<file path="src/rtl/xlat_pkg.sv">
package xlat_pkg;
    typedef enum logic [1:0] {
        WIN_OFF  = 2'd0,
        WIN_LIVE = 2'd1,
        WIN_BAD  = 2'd2
    } win_state_t;

    typedef enum logic [1:0] {
        KIND_SINGLE     = 2'd0,
        KIND_BYTE_BURST = 2'd1,
        KIND_HALF_BURST = 2'd2,
        KIND_WORD_BURST = 2'd3
    } req_kind_t;

    localparam logic [1:0] REG_BASE  = 2'd0;
    localparam logic [1:0] REG_ATTR  = 2'd1;
    localparam logic [1:0] REG_PCILO = 2'd2;
    localparam logic [1:0] REG_PCIHI = 2'd3;
endpackage

</file>
<file path="src/rtl/xlat_regs.sv">
module xlat_regs
    import xlat_pkg::*;
#(
    parameter int ADDR_W    = 32,
    parameter int PAGE_BITS = 12
) (
    input  logic                       clk,
    input  logic                       rst,
    input  logic [1:0]                 reg_addr,
    input  logic                       reg_we,
    input  logic [ADDR_W-1:0]          reg_wdata,
    output logic [ADDR_W-1:0]          reg_rdata,
    output logic [ADDR_W-1:0]          base_q,
    output logic [ADDR_W-PAGE_BITS-1:0] mask_q,
    output logic                       pf_q,
    output logic [ADDR_W-1:0]          pcilo_q,
    output logic [ADDR_W-1:0]          pcihi_q,
    output win_state_t                 state_q,
    output logic                       mask_bad
);
    localparam int MASK_W = ADDR_W - PAGE_BITS;
    localparam logic [MASK_W-1:0] M_ONE = {{(MASK_W-1){1'b0}}, 1'b1};

    function automatic logic mask_ok(input logic [MASK_W-1:0] m);
        logic [MASK_W-1:0] inv;
        inv = ~m;
        return ((inv & (inv + M_ONE)) == '0);
    endfunction

    logic       en_q;
    win_state_t state_d;
    logic       attr_wr;

    assign attr_wr = reg_we && (reg_addr == REG_ATTR);

    always_ff @(posedge clk) begin
        if (rst) begin
            base_q  <= '0;
            mask_q  <= '0;
            pf_q    <= 1'b0;
            en_q    <= 1'b0;
            pcilo_q <= '0;
            pcihi_q <= '0;
        end else if (reg_we) begin
            unique case (reg_addr)
                REG_BASE:  base_q  <= reg_wdata;
                REG_ATTR: begin
                    mask_q <= reg_wdata[ADDR_W-1:PAGE_BITS];
                    pf_q   <= reg_wdata[1];
                    en_q   <= reg_wdata[0];
                end
                REG_PCILO: pcilo_q <= reg_wdata;
                REG_PCIHI: pcihi_q <= reg_wdata;
                default: ;
            endcase
        end
    end

    // window condition: next state
    always_comb begin
        state_d = state_q;
        if (attr_wr) begin
            unique case (state_q)
                WIN_OFF, WIN_LIVE, WIN_BAD: begin
                    if (!reg_wdata[0])
                        state_d = WIN_OFF;
                    else if (mask_ok(reg_wdata[ADDR_W-1:PAGE_BITS]))
                        state_d = WIN_LIVE;
                    else
                        state_d = WIN_BAD;
                end
                default: state_d = WIN_OFF;
            endcase
        end
    end

    always_ff @(posedge clk) begin
        if (rst) state_q <= WIN_OFF;
        else     state_q <= state_d;
    end

    always_comb begin
        mask_bad = !mask_ok(mask_q);
        unique case (reg_addr)
            REG_BASE:  reg_rdata = base_q;
            REG_ATTR:  reg_rdata = {mask_q, {(PAGE_BITS-2){1'b0}}, pf_q, en_q};
            REG_PCILO: reg_rdata = pcilo_q;
            REG_PCIHI: reg_rdata = pcihi_q;
            default:   reg_rdata = '0;
        endcase
    end


    live_legal_chk: assert property (@(posedge clk) disable iff (rst)
        (state_q == WIN_LIVE) |-> !mask_bad);


    off_when_clear_chk: assert property (@(posedge clk) disable iff (rst)
        !en_q |-> (state_q == WIN_OFF));
endmodule

</file>
<file path="src/rtl/xlat_match.sv">
module xlat_match
    import xlat_pkg::*;
#(
    parameter int ADDR_W    = 32,
    parameter int PAGE_BITS = 12
) (
    input  logic                        clk,
    input  logic                        rst,
    input  logic                        req_valid,
    input  logic [ADDR_W-1:0]           req_addr,
    input  logic                        req_read,
    input  logic [1:0]                  req_kind,
    input  logic [ADDR_W-1:0]           base,
    input  logic [ADDR_W-PAGE_BITS-1:0] mask,
    input  logic                        pf_en,
    input  logic                        live,
    input  logic [ADDR_W-1:0]           pci_lo,
    input  logic [ADDR_W-1:0]           pci_hi,
    output logic                        out_valid,
    output logic                        out_hit,
    output logic [2*ADDR_W-1:0]         out_pci_addr,
    output logic                        out_pf
);
    logic [ADDR_W-1:0]   mask_full;
    logic                hit_c;
    logic                small_rd;
    logic [2*ADDR_W-1:0] xl_addr;

    always_comb begin
        mask_full = {mask, {PAGE_BITS{1'b0}}};
        hit_c     = req_valid && live && (((req_addr ^ base) & mask_full) == '0);
        small_rd  = req_read && (req_kind != KIND_WORD_BURST);
        xl_addr   = {pci_hi, (pci_lo & mask_full) | (req_addr & ~mask_full)};
    end

    always_ff @(posedge clk) begin
        if (rst) begin
            out_valid    <= 1'b0;
            out_hit      <= 1'b0;
            out_pci_addr <= '0;
            out_pf       <= 1'b0;
        end else begin
            out_valid    <= req_valid;
            out_hit      <= hit_c;
            out_pci_addr <= hit_c ? xl_addr : '0;
            out_pf       <= hit_c && pf_en && small_rd;
        end
    end


    valid_lat_chk: assert property (@(posedge clk) disable iff (rst)
        out_valid |-> $past(req_valid));


    low_pass_chk: assert property (@(posedge clk) disable iff (rst)
        out_hit |-> (out_pci_addr[PAGE_BITS-1:0] == $past(req_addr[PAGE_BITS-1:0])));


    pf_hit_chk: assert property (@(posedge clk) disable iff (rst)
        out_pf |-> (out_hit && $past(req_read)));
endmodule

</file>
<file path="src/rtl/addr_window_xlat.sv">
module addr_window_xlat
    import xlat_pkg::*;
#(
    parameter int ADDR_W    = 32,
    parameter int PAGE_BITS = 12
) (
    input  logic                clk,
    input  logic                rst,
    input  logic [1:0]          reg_addr,
    input  logic                reg_we,
    input  logic [ADDR_W-1:0]   reg_wdata,
    output logic [ADDR_W-1:0]   reg_rdata,
    input  logic                req_valid,
    input  logic [ADDR_W-1:0]   req_addr,
    input  logic                req_read,
    input  logic [1:0]          req_kind,
    output logic                out_valid,
    output logic                out_hit,
    output logic [2*ADDR_W-1:0] out_pci_addr,
    output logic                out_pf,
    output logic                mask_bad
);
    localparam int MASK_W = ADDR_W - PAGE_BITS;

    logic [ADDR_W-1:0] base_q, pcilo_q, pcihi_q;
    logic [MASK_W-1:0] mask_q;
    logic              pf_q;
    win_state_t        state_q;

    xlat_regs #(.ADDR_W(ADDR_W), .PAGE_BITS(PAGE_BITS)) u_regs (
        .clk(clk), .rst(rst),
        .reg_addr(reg_addr), .reg_we(reg_we), .reg_wdata(reg_wdata),
        .reg_rdata(reg_rdata),
        .base_q(base_q), .mask_q(mask_q), .pf_q(pf_q),
        .pcilo_q(pcilo_q), .pcihi_q(pcihi_q),
        .state_q(state_q), .mask_bad(mask_bad)
    );

    xlat_match #(.ADDR_W(ADDR_W), .PAGE_BITS(PAGE_BITS)) u_match (
        .clk(clk), .rst(rst),
        .req_valid(req_valid), .req_addr(req_addr),
        .req_read(req_read), .req_kind(req_kind),
        .base(base_q), .mask(mask_q), .pf_en(pf_q),
        .live(state_q == WIN_LIVE),
        .pci_lo(pcilo_q), .pci_hi(pcihi_q),
        .out_valid(out_valid), .out_hit(out_hit),
        .out_pci_addr(out_pci_addr), .out_pf(out_pf)
    );


    hit_live_chk: assert property (@(posedge clk) disable iff (rst)
        out_hit |-> ($past(state_q) == WIN_LIVE));


    bad_nohit_chk: assert property (@(posedge clk) disable iff (rst)
        out_hit |-> !$past(mask_bad));
endmodule

</file>
<file path="config.mk">
export PLATFORM = sky130hd
export DESIGN_NAME = addr_window_xlat
export DESIGN_NICKNAME = d
export VERILOG_FILES = /design/src/rtl/xlat_pkg.sv /design/src/rtl/xlat_regs.sv /design/src/rtl/xlat_match.sv /design/src/rtl/addr_window_xlat.sv
export SDC_FILE = /design/constraint.sdc
export NUM_CORES = 1
export LEC_CHECK = 0
export ABC_AREA = 1
export CORE_ASPECT_RATIO = 1.25
export CORE_UTILIZATION = 35
export CTS_CLUSTER_DIAMETER = 120
export CTS_CLUSTER_SIZE = 24
export DETAILED_ROUTE_END_ITERATION = 12
export PLACE_DENSITY_LB_ADDON = 0.12
export SYNTH_ARGS = -nofsm -noshare
export SYNTH_HDL_FRONTEND = slang
export SYNTH_SLANG_ARGS = --single-unit
export TNS_END_PERCENT = 20
</file>
<file path="constraint.sdc">
create_clock -name clk -period 1.85 [get_ports clk]
set_input_delay 0.37 -clock clk [delete_from_list [all_inputs] [get_ports clk]]
set_output_delay 0.37 -clock clk [all_outputs]
set_load 0.05 [all_outputs]
</file>
== Yosys cells after proc, flatten, opt, wreduce, memory -nomap -nowiden ==
Cells that the tools add are included.

* $add $sub $neg: 2
* Equal/unequal tests: 6
* Mux-type cells: 4
* Bitwise gates (word level): 11
* Reductions and logical operators: 18

{| class="wikitable"
|+ Operators with widths
! kind !! number
|-
| $pmux W32 S4 || 1
|-
| $and A32 B32 Y32 || 3
|-
| $add A20 B1 Y20 const B || 2
|-
| $and A20 B20 Y20 || 2
|-
| $logic_not A20 Y1 || 2
|-
| $not A20 Y20 || 2
|-
| $logic_not A32 Y1 || 1
|-
| $not A32 Y32 || 1
|-
| $or A32 B32 Y32 || 1
|-
| $xor A32 B32 Y32 || 1
|-
| $reduce_and A2 Y1 || 4
|-
| $eq A2 B2 Y1 const B || 3
|-
| $logic_and A1 B1 Y1 || 6
|-
| $mux W2 || 3
|-
| $eq A2 B1 Y1 const B || 2
|-
| $logic_not A2 Y1 || 2
|-
| $reduce_or A3 Y1 || 1
|-
| $ne A2 B2 Y1 const B || 1
|-
| $reduce_or A2 Y1 || 1
|-
| $logic_not A1 Y1 || 1
|-
| $not A1 Y1 || 1
|}

* Bits in registers: 187
* Input port bits: 73
* Output and inout bits: 100
* Logic and storage cells: 52

== Longest topological paths before layout ==
* Depth after elaboration: 7
* Mapped depth: 12
* Gate-level depth less buffers: 11

== Cells and area by module ==
From an unflattened synthesis, not the netlist that was laid out.

* Cells, all modules: 1104
* Area, all modules: 8388.0 um^2

{| class="wikitable"
|+ Modules (own cells, without submodules)
! module !! instances !! cells each !! area each (um^2)
|-
| xlat_regs || 1 || 765 || 5589.1
|-
| xlat_match || 1 || 337 || 2788.9
|-
| addr_window_xlat || 1 || 2 || 10.0
|}

== Worst setup path before layout ==
OpenSTA, ideal clock, no wires.

* Path type: input to output
* From: input port reg_addr[1]
* To: output port reg_rdata[14]
* Arrival time: 1.572 ns
* Data required time: 1.480 ns
* Slack: -0.092 ns
* Stages on the path: 6
* Cell sequence: inv_1 > nor2_1 > clkbuf_1 > clkbuf_1 > nand2_1 > o2111ai_1

* Longest elaborated chain between the ends: 2
* Elaborated cells between the ends (all ways): 5
* Classes of those cells: 3 x eq/ne; 1 x mux; 1 x reduce/logical

{| class="wikitable"
|+ Ends and longest elaborated chain
! item !! line !! RTL
|-
| from (decl) || addr_window_xlat.sv:9 || <nowiki>input logic [1:0] reg_addr,</nowiki>
|-
| $eq A2 B2 Y1, or another cell as far along || xlat_regs.sv:84 || <nowiki>unique case (reg_addr)</nowiki>
|-
| $pmux W32 S4 * || xlat_regs.sv:84 ||
|-
| to (decl) || addr_window_xlat.sv:12 || <nowiki>output logic [ADDR_W-1:0] reg_rdata,</nowiki>
|}

Mark *: on every way between the ends. The rest lies on a longest branch, timed or not.

== Worst setup path after layout ==
* From: register u_regs.mask_q[16]
* To: output port mask_bad

* Longest elaborated chain between the ends: 5

{| class="wikitable"
|+ Ends and longest elaborated chain
! item !! line !! RTL
|-
| from (decl) || xlat_regs.sv:14 || <nowiki>output logic [ADDR_W-PAGE_BITS-1:0] mask_q,</nowiki>
|-
| from (signal assigned) || xlat_regs.sv:48 || <nowiki>mask_q <= reg_wdata[ADDR_W-1:PAGE_BITS];</nowiki>
|-
| $not A20 Y20 * || xlat_regs.sv:26 || <nowiki>inv = ~m;</nowiki>
|-
| $add A20 B1 Y20 || xlat_regs.sv:27 || <nowiki>return ((inv & (inv + M_ONE)) == '0);</nowiki>
|-
| $and A20 B20 Y20 * || xlat_regs.sv:27 ||
|-
| $logic_not A20 Y1 * || xlat_regs.sv:27 ||
|-
| $logic_not A1 Y1 * || xlat_regs.sv:83 || <nowiki>mask_bad = !mask_ok(mask_q);</nowiki>
|-
| to (decl) || addr_window_xlat.sv:21 || <nowiki>output logic mask_bad</nowiki>
|}

Marks and branches as above.

==> results.txt <==
Die height = 168 µm
Number of port buffers = 172
Sequential share of the synthesized area = 0.484
RSZ-0062 raised after global routing = yes
Worst Setup End Kind = output port
GRT Residual Overflow = 0
Worst-margin pin slew = 0.652 ns
Initial antenna violation count = 0
Mapped Nets = 1080
Hold depth = 3
Max-cap viol count = 0
Mapped Area = 0.00774 mm²
VDD IR max = 661 µV
DR vias = 7568
Worst skew pair latency = 0.43 ns
Worst r2r src = u_regs.mask_q[10]
Largest net degree at the start of global routing = 68
CTS tree = done
Worst hold path class = in -> reg
Via/cell ratio = 4.87
CTS buffer count = 17
Vias in the first global route = 7251
Die ar. = 0.0227 mm²
Layout area overhead = 52.8%
Drt drc = 0
Post-route insts no fill = 1554
Mapped Cells = 1007
RR Endpoint = u_match.out_pci_addr[34]
Worst r2r path cells = 12
Failing checks = setup timing
Fin. max-slew vios = 0
Die Width = 135 µm
Ant. Diodes = 0
CP Class = reg -> out
Rel. slew slack = 0.565
Post-synth cell types = 30
First-pass GRT wire length = 38.7 mm
Antenna Nets Post-Route = 0
TritonCTS Sinks = 187
Most frequent cells in the layout = nand2_1, dfxtp_1, buf_4, nor2_1, inv_1
Max Clock Skew = 0.00843 ns
Largest fanout on the critical path = 4
Ys Warns = 0
FILL cells = 2046
Hold Slack = 0.301 ns
# IOs = 173
FP Rows = 60
Fin util = 0.547
Root Driver = clkbuf_16
GRT Overall Usage = 0.221
Dpl cells = 1500
Static Leak = 4.84 nW
CORE AREA = 0.0216 mm²
Starting density of the core = 0.358
Most common cell after layout, fill and taps aside = nand2_1
Final setup fails = 59
Wire length per cell = 16.5 µm
Period minus WS final = 2.20 ns
FF/Latch Area = 0.00375 mm²
Status = complete, but fails checks
Share of cells above drive strength 1 = 0.256
F_max = 0.455 GHz
P per Cell Area = 803 mW/mm²
R2r setup slk = -0.13 ns
Final hold vios = 0
H-Tree Depth = 4
Maximum buffer depth of the clock tree = 2
Crit start category = flop
Detailed Place HPWL = 17.4 mm
Final #Nets = 1338
Fin crit share = 1.19
Area of the multi-input gates = 0.00365 mm²
Crit. Startpoint = u_regs.mask_q[16]
Seq cells post-synth = 187
Final wirelength = 25.6 mm
First-pass detailed-route iteration total = 5
Hold wc startpoint = rst
Crit path arrival time = 1.83 ns
GPL Wtd Cong = 0.938
Clock Pin Slew Worst Setup and Hold Paths = 0.07 ns
First-iteration detailed-routing DRC count = 366
WHS Endpoint = u_match.out_valid
Final WS setup = -0.347 ns
Count of hold-fix buffers inserted at cts = 0
CP required = 1.48 ns
Avg Cell Area, Syn = 7.69 µm²
==> what timing repair did <==
item,4_1_cts,5_1_grt
endpoints found under the setup margin,55,81
pin swaps,9,8
resized for setup,63,50
buffers inserted,12,6
cloned,2,5
==> per-stage QoR <==
step,area (µm²),total power [mW],TNS (ns),setup slack [ns]
3_3_place_gp,10700,5.61,-50.12,-0.386
2_1_floorplan,7770,4.90,-2.10,-0.0919
4_1_cts,11500,9.57,-0.404,-0.404
6_report,11800,9.50,-4.56,-0.347
5_1_grt,11800,9.87,-13.84,-0.524
3_5_place_dp,10700,5.62,-51.00,-0.406
==> worst max-delay path by stage <==
stage,end,slack (ns),depth (start not counted)
after detailed placement,u_match.out_pci_addr[17],-0.41,10
final,mask_bad,-0.35,8
after global placement,u_match.out_pci_addr[17],-0.39,9
after global routing,mask_bad,-0.52,8
after CTS,mask_bad,-0.40,8
after floorplan,reg_rdata[20],-0.09,6
==> sequential cells by signal, summed over array words and instances, names as in the netlist <==
signal	flops
u_regs.pf_q	1
u_match.out_pf	1
u_regs.pcihi_q	32
u_match.out_pci_addr	64
u_match.out_hit	1
u_regs.state_q	2
u_regs.pcilo_q	32
u_match.out_valid	1
u_regs.base_q	32
u_regs.en_q	1
u_regs.mask_q	20
==> cells in the mapped netlist, drive strengths merged <==
library cell    n  area share
or3             1     0.00081
a2bb2oi         1      0.0011
o21bai          5      0.0048
o31ai           1     0.00097
nand3b          3      0.0029
o221ai          2      0.0023
buf            11       0.012
nor3            1     0.00065
or2             2      0.0016
mux2i          21       0.027
inv            89       0.043
and3b           1      0.0011
dfxtp         187        0.48
a21oi          74       0.048
nand4           3      0.0024
xnor2           6      0.0068
nand2         217        0.11
o211ai         12       0.012
a211oi         65       0.063
nor2          174       0.094
o2111ai        22       0.025
nand3          46       0.030
clkbuf         48       0.023
o21ai          15      0.0097
==> critical path: stages, from the launching register on <==
cell and delay, ns:
dfxtp_2 0.33, inv_1 0.07, nand2_1 0.06, o21ai_1 0.07
a21oi_1 0.18, o211ai_1 0.11, a211oi_1 0.22, nand4_1 0.16
buf_6 0.19
==> routing by layer <==
metal | GRT usage | part of all wire | vias up
li1 | - | - | 3834
met1 | 0.266 | 0.43 | 3500
met2 | 0.394 | 0.51 | 194
met3 | 0.0394 | 0.037 | 40
met4 | 0.0664 | 0.026 | 0
met5 | 0 | 0 | -
==> cell type report <==
cell class              instances  area share
flip-flops and latches        187       0.317
well taps                     279      0.0295
multi-input cells             672       0.309
clock buffers                  19      0.0374
repair buffers                298       0.265
clock inverters                10      0.0141
inverters                      89      0.0285
==> where the power goes <==
group | switching (mW) | total, mW | internal (mW)
logic | 0.768 | 1.42 | 0.656
clock network | 1.58 | 3.87 | 2.29
registers | 0.0665 | 4.20 | 4.14
==> cells by family after synthesis <==
family                    after synthesis  share of synthesized area
AOI/OAI and AO/OA                     197                      0.166
DFF                                   187                      0.484
xor gates and xnor gates                6                    0.00679
buffers and inverters                 148                     0.0781
and+or+nand+nor                       448                      0.238
muxes                                  21                     0.0271
No activity file was read; power rests on OpenSTA's default activity.
